### src/rtl/lc_pkg.sv
package lc_pkg;
    localparam int SEL_IDX_W = 3;
    localparam int N_CTL     = 8;
    localparam int LUT_W     = 16;

    typedef enum logic [2:0] {
        CTL_CLK_A = 3'd0,
        CTL_CLK_B = 3'd1,
        CTL_EN_A  = 3'd2,
        CTL_EN_B  = 3'd3,
        CTL_CLR_A = 3'd4,
        CTL_CLR_B = 3'd5,
        CTL_SCLR  = 3'd6,
        CTL_SLOAD = 3'd7
    } ctl_id_e;

    typedef struct packed {
        logic                 used;
        logic                 is_loc;
        logic [SEL_IDX_W-1:0] idx;
    } ctl_sel_t;

    typedef struct packed {
        logic                  pack;
        ctl_sel_t [N_CTL-1:0]  sel;
    } clu_cfg_t;

    typedef struct packed {
        logic             chain;
        logic             clr_grp;
        logic             clk_grp;
        logic             arith;
        logic [LUT_W-1:0] mask;
    } cell_cfg_t;

    localparam int CLU_CFG_W  = $bits(clu_cfg_t);
    localparam int CELL_CFG_W = $bits(cell_cfg_t);
endpackage

### src/rtl/lc_ctl_decode.sv
module lc_ctl_decode
    import lc_pkg::*;
#(
    parameter int NROW      = 6,
    parameter int NLOC      = 8,
    parameter int MAX_LOCAL = 4
) (
    input  clu_cfg_t         cfg,
    input  logic [NROW-1:0]  row_clk,
    input  logic [NLOC-1:0]  loc_sig,
    output logic [1:0]       grp_tick,
    output logic [1:0]       grp_aclr,
    output logic             sclr,
    output logic             sload,
    output logic             illegal
);
    localparam int PAD = 1 << SEL_IDX_W;
    localparam logic [SEL_IDX_W:0] ROW_LIM = (SEL_IDX_W+1)'(NROW);
    localparam logic [SEL_IDX_W:0] LOC_LIM = (SEL_IDX_W+1)'(NLOC);

    logic [PAD-1:0]   row_pad;
    logic [PAD-1:0]   loc_pad;
    logic [N_CTL-1:0] line;
    logic [N_CTL-1:0] loc_use;
    logic [N_CTL-1:0] bad_idx;
    logic             en_a;
    logic             en_b;

    assign row_pad = PAD'(row_clk);
    assign loc_pad = PAD'(loc_sig);

    always_comb begin
        for (int k = 0; k < N_CTL; k++) begin
            line[k]    = 1'b0;
            loc_use[k] = cfg.sel[k].used & cfg.sel[k].is_loc;
            bad_idx[k] = 1'b0;
            if (cfg.sel[k].used) begin
                if (cfg.sel[k].is_loc) begin
                    line[k]    = loc_pad[cfg.sel[k].idx];
                    bad_idx[k] = ({1'b0, cfg.sel[k].idx} >= LOC_LIM);
                end else begin
                    line[k]    = row_pad[cfg.sel[k].idx];
                    bad_idx[k] = ({1'b0, cfg.sel[k].idx} >= ROW_LIM);
                end
            end
        end
    end

    // enable A is taken over while synchronous load is in use
    assign en_a = cfg.sel[CTL_SLOAD].used ? 1'b1
                : (cfg.sel[CTL_EN_A].used ? line[CTL_EN_A] : 1'b1);
    assign en_b = cfg.sel[CTL_EN_B].used ? line[CTL_EN_B] : 1'b1;

    assign grp_tick[0] = line[CTL_CLK_A] & en_a;
    assign grp_tick[1] = line[CTL_CLK_B] & en_b;
    assign grp_aclr[0] = line[CTL_CLR_A];
    assign grp_aclr[1] = line[CTL_CLR_B];
    assign sclr        = line[CTL_SCLR];
    assign sload       = line[CTL_SLOAD];

    assign illegal = (|bad_idx)
                   | ($countones(loc_use) > MAX_LOCAL)
                   | (cfg.sel[CTL_SLOAD].used & cfg.sel[CTL_EN_A].used)
                   | (cfg.sel[CTL_SLOAD].used & cfg.pack);
endmodule

### src/rtl/lc_cell.sv
module lc_cell
    import lc_pkg::*;
(
    input  logic             clk,
    input  logic             rst_n,
    input  logic             tick,
    input  logic             aclr,
    input  logic             sclr,
    input  logic             sload,
    input  logic             pack,
    input  logic             arith,
    input  logic             chain_sel,
    input  logic [LUT_W-1:0] mask,
    input  logic [3:0]       d,
    input  logic             cin,
    input  logic             chain_in,
    output logic             comb,
    output logic             cout,
    output logic             q
);
    logic nxt;
    logic arst_n;

    always_comb begin
        if (arith) begin
            comb = d[0] ^ d[1] ^ cin;
            cout = (d[0] & d[1]) | (cin & (d[0] ^ d[1]));
        end else begin
            comb = mask[d];
            cout = cin;
        end
    end

    always_comb begin
        if (sclr)           nxt = 1'b0;
        else if (sload)     nxt = d[3];
        else if (chain_sel) nxt = chain_in;
        else if (pack)      nxt = d[3];
        else                nxt = comb;
    end

    assign arst_n = rst_n & ~aclr;

    always_ff @(posedge clk or negedge arst_n) begin
        if (!arst_n)   q <= 1'b0;
        else if (tick) q <= nxt;
    end
endmodule

### src/rtl/lc_cluster.sv
module lc_cluster
    import lc_pkg::*;
#(
    parameter int NCELL     = 16,
    parameter int NROW      = 6,
    parameter int NLOC      = 8,
    parameter int MAX_LOCAL = 4
) (
    input  logic                        clk,
    input  logic                        rst_n,
    input  logic [NROW-1:0]             row_clk,
    input  logic [NLOC-1:0]             loc_sig,
    input  logic [CLU_CFG_W-1:0]        clu_cfg,
    input  logic [NCELL*CELL_CFG_W-1:0] cell_cfg,
    input  logic [NCELL*4-1:0]          cell_d,
    input  logic                        carry_in,
    input  logic                        chain_in,
    output logic [NCELL-1:0]            comb_out,
    output logic [NCELL-1:0]            reg_out,
    output logic                        carry_out,
    output logic                        chain_out,
    output logic                        cfg_illegal
);
    clu_cfg_t          ccfg;
    logic [1:0]        grp_tick;
    logic [1:0]        grp_aclr;
    logic              sclr_l;
    logic              sload_l;
    logic [NCELL:0]    carry_w;
    logic [NCELL:0]    chain_w;
    logic [NCELL-1:0]  q_w;
    logic [NCELL-1:0]  cell_arith;

    assign ccfg = clu_cfg;

    lc_ctl_decode #(
        .NROW      (NROW),
        .NLOC      (NLOC),
        .MAX_LOCAL (MAX_LOCAL)
    ) dec_i (
        .cfg      (ccfg),
        .row_clk  (row_clk),
        .loc_sig  (loc_sig),
        .grp_tick (grp_tick),
        .grp_aclr (grp_aclr),
        .sclr     (sclr_l),
        .sload    (sload_l),
        .illegal  (cfg_illegal)
    );

    assign carry_w[0] = carry_in;
    assign chain_w[0] = chain_in;

    for (genvar i = 0; i < NCELL; i++) begin : g_cell
        cell_cfg_t cc;
        assign cc            = cell_cfg[i*CELL_CFG_W +: CELL_CFG_W];
        assign cell_arith[i] = cc.arith;
        assign chain_w[i+1]  = q_w[i];

        lc_cell cell_i (
            .clk       (clk),
            .rst_n     (rst_n),
            .tick      (grp_tick[cc.clk_grp]),
            .aclr      (grp_aclr[cc.clr_grp]),
            .sclr      (sclr_l),
            .sload     (sload_l),
            .pack      (ccfg.pack),
            .arith     (cc.arith),
            .chain_sel (cc.chain),
            .mask      (cc.mask),
            .d         (cell_d[i*4 +: 4]),
            .cin       (carry_w[i]),
            .chain_in  (chain_w[i]),
            .comb      (comb_out[i]),
            .cout      (carry_w[i+1]),
            .q         (q_w[i])
        );
    end

    assign reg_out   = q_w;
    assign carry_out = carry_w[NCELL];
    assign chain_out = chain_w[NCELL];
endmodule

### config.mk
export PLATFORM = sky130hd
export DESIGN_NAME = lc_cluster
export DESIGN_NICKNAME = d
export VERILOG_FILES = /design/src/rtl/lc_pkg.sv /design/src/rtl/lc_ctl_decode.sv /design/src/rtl/lc_cell.sv /design/src/rtl/lc_cluster.sv
export SDC_FILE = /design/constraint.sdc
export NUM_CORES = 1
export LEC_CHECK = 0
export CAP_MARGIN = 10
export CORE_AREA = 5 5 184 186
export DETAILED_ROUTE_END_ITERATION = 6
export DIE_AREA = 0 0 189 191
export SLEW_MARGIN = 25
export SYNTH_ARGS = -nofsm -noshare
export SYNTH_HDL_FRONTEND = slang
export SYNTH_SLANG_ARGS = --single-unit
### constraint.sdc
create_clock -name clk -period 12.5 [get_ports clk]
set_clock_uncertainty 0.05 [all_clocks]
set_input_delay 1.25 -clock clk [delete_from_list [all_inputs] [get_ports clk]]
set_output_delay 1.25 -clock clk [all_outputs]
set_load 0.005 [all_outputs]
==> out/metrics.cfg <==
[outcome]
outcome = completed

[placement]
dp.final_hpwl_mm = 28.1
port_buffers = 477
place_area_sq_um = 11300
gp_congestion = 0.898

[sta]
finalMaxSlewViolations = 0
rsz0062_at_grt = true
relSlewSlack_pct = 40.4
min_period_over_period_pct = 97.7
report.final.setup_viol = 0
period_needed_ns = 12.22
holdWs_ns = 0.489
fmaxAchievable_ghz = 0.0819
finalHoldViolCount = 0
worstMarginPinSlew_ns = 0.894

[critical_path]
start_kind = input pin
worstPathArrival_ns = 10.92
reg2reg_to = g_cell[8].cell_i.q
crit_fanout = 2
critPathSlowestCell = fa_2
end_kind = primary output
critPathRequiredTime_ns = 11.20
crit_path_max_incr_delay_ns = 0.42
worst_r2r_path_depth = 3
path_class = input pin to primary output
worstSetupEndpoint = comb_out[15]
worstReg2RegStart = g_cell[7].cell_i.q
critPathLaunch = carry_in
crit_top_cell = fa_2
r2r_slack_ns = 11.18

[grt]
grt_pass1_wl_mm = 46.0
antenna_found_initial = 7
track_usage_pct = 16.6
grt.overflow.total = 0
grt_pass1_vias = 7726
grt_max_degree = 37

[power]
intPower_w = 0.000448
ir_drop_mv = 0.0477
powerDensity_nw_per_um2 = 59.1
swShare_pct = 35.4
p_leak_nw = 4.54
seqPwrFrac_pct = 14.2
netSwitchingPower_w = 0.000245
comb_power_share_pct = 74.9
p_clk_share_pct = 10.9

[die]
row_count = 66
die_area_sq_um = 36100
die_h_um = 191
start_util_pct = 19.6
die_w_um = 189
ioPinCount = 478
core_sq_um = 32100

[clocking]
clock_latency_ns = 0.26
cts_max_level = 1
clkTransAtPathRegs_ns = 0.06
cts_tree = done
cts_buffers = 3
clock_sinks = 16
cts_root_buf = clkbuf_16
clk_path_buf_depth = 2

[drt]
drtIter0Drc = 301
wl_per_cell_um = 21.4
ant_nets = 0
drc = 0
vias = 7306
vias_per_cell = 4.80
drt-total-wl_mm = 32.5
dr.pass1.iters = 5

[yosys]
synth_edf_count = 0
synth_area_sq_um = 6280
synth_warnings = 0
syn-num-nets = 1126
syn_inst = 657
ys_seq_area_share_pct = 6.37
synthDistinctLibCells = 62
ys.flop_type = dfrtp_1
synth_async_sr_flop_share_pct = 100
syn_area_per_cell_sq_um = 9.56
ys_ff_latch = 16

[cells_and_area]
layout-drive-gt1-share_pct = 18.8
largestRegisters = g_cell.cell_i.q (16)
finish.instance_area_sq_um = 11700
top_register = g_cell.cell_i.q
largest_reg_flops = 16
nNetsFinal = 1579
syn2layout_area_growth_pct = 86.5

[run]
drv_cap = 0

[min_path]
hold_class = flip-flop to flip-flop

[power groups by stage]
stage	Combinational, W	Clock, W	Sequential, W
global placement	0.000498	0	0.000101
detailed placement	0.000503	0	0.000102
finish	0.000519	0.0000753	0.0000987
CTS	0.000521	0.0000799	0.000101
global route	0.000558	0.0000821	0.000103
floorplan	0.000248	0	0.0000868
[per-layer routing]
metal | wire (um) | GRT usage (%)
met1 | 11800 | 18.6
met2 | 17100 | 30.9
met3 | 2510 | 3.20
met4 | 1100 | 6.56
met5 | 20 | 0
[worst min path at each step]
stage                          end                 from  slack, ns  cells past startpoint
2_1_floorplan  g_cell[11].cell_i.q  g_cell[11].cell_i.q       0.44                      1
3_3_place_gp    g_cell[0].cell_i.q   g_cell[0].cell_i.q       0.47                      1
3_5_place_dp    g_cell[1].cell_i.q   g_cell[1].cell_i.q       0.48                      1
4_1_cts         g_cell[0].cell_i.q   g_cell[0].cell_i.q       0.49                      1
5_1_grt        g_cell[10].cell_i.q  g_cell[10].cell_i.q       0.51                      1
6_report        g_cell[5].cell_i.q   g_cell[5].cell_i.q       0.49                      1
[area by class of cell]
cell class,count,area (sq um)
flip-flops and latches,16,400
fillers,3227,20400
repair buffers,518,5070
clock buffers,4,88.8
well taps,408,510
diodes,5,12.5
inverters,45,169
multi-input cells,526,5460
[critical path, delay by kind of cell]
| kind | cells | cell delay [ns] |
|---|---|---|
| simple gates | 11 | 1.36 |
| mux | 5 | 1.12 |
| compound gates | 12 | 1.82 |
| buf+inv | 3 | 0.38 |
| fa+ha+maj | 15 | 4.97 |
[cells in the final DEF (no fill, tap or decap), types with 6 or more instances in the layout]
master / n
clkdlybuf4s50_1: 468
nand2_1: 85
mux4_2: 84
nor2_1: 43
inv_1: 42
mux2i_1: 40
buf_4: 40
a21oi_1: 38
mux2_2: 17
o211a_1: 16
fa_2: 16
dfrtp_1: 16
nor2b_1: 14
a311oi_1: 14
or3_1: 13
nor3_1: 13
a221oi_1: 13
and2_1: 10
o21ai_0: 8
nand4b_1: 6
mux4_1: 6
ha_1: 6
[cells by family after synthesis]
| group | synth area share [%] |
|---|---|
| flip-flops | 6.37 |
| AND/OR/NAND/NOR | 16.6 |
| AO/OA/AOI/OAI | 15.6 |
| buffers and inverters | 9.66 |
| adder cells (fa/ha/maj) | 7.57 |
| multiplexers | 44.2 |
[stage by stage]
stage	total power (W)	cells	worst slack, ns	TNS (ns)	util [%]
after detailed placement	0.000605	1498	-1.39	-3.64	35.3
after CTS	0.000702	1514	-0.0597	-0.0837	36.3
final	0.000693	1522	0.284	0	36.5
after global routing	0.000743	1522	-0.0497	-0.0672	36.5
after floorplan	0.000335	657	0.332	0	-
after global placement	0.000600	1498	-1.23	-3.01	35.3
[cell usage after synthesis, types with 2 or more instances]
cell / instances / area, sq um
a2111oi_0: 2 / 17.5
a211oi_1: 2 / 15.0
a21o_1: 3 / 22.5
a21oi_1: 39 / 195
a221oi_1: 13 / 114
a311oi_1: 14 / 123
and2_1: 11 / 68.8
buf_2: 15 / 75.1
buf_4: 34 / 255
buf_6: 2 / 22.5
clkbuf_1: 14 / 52.6
clkbuf_2: 3 / 15.0
dfrtp_1: 16 / 400
fa_1: 20 / 400
ha_1: 6 / 75.1
inv_1: 45 / 169
mux2_1: 5 / 56.3
mux2_2: 21 / 236
mux2i_1: 42 / 420
mux4_1: 6 / 158
mux4_2: 84 / 1890
nand2_1: 89 / 334
nand2b_1: 6 / 37.5
nand3b_1: 5 / 37.5
nand4_1: 2 / 12.5
nand4b_1: 6 / 52.6
nor2_1: 45 / 169
nor2b_1: 16 / 100
nor3_1: 13 / 65.1
nor3b_1: 4 / 30.0
o2111ai_1: 3 / 26.3
o211a_1: 16 / 160
o21a_1: 2 / 15.0
o21ai_0: 9 / 45.0
o311ai_0: 3 / 26.3
o31a_1: 2 / 17.5
o31ai_1: 2 / 15.0
or3_1: 13 / 81.3
[timing repair]
action                                  CTS  global route
endpoints found under the hold margin     0             0
buffers inserted                         12             4
pin swaps                                16            12
resized for setup                        75             8
endpoints found under the setup margin    4             2
hold buffers                              0             0
Power figures use the tool's default switching activity.
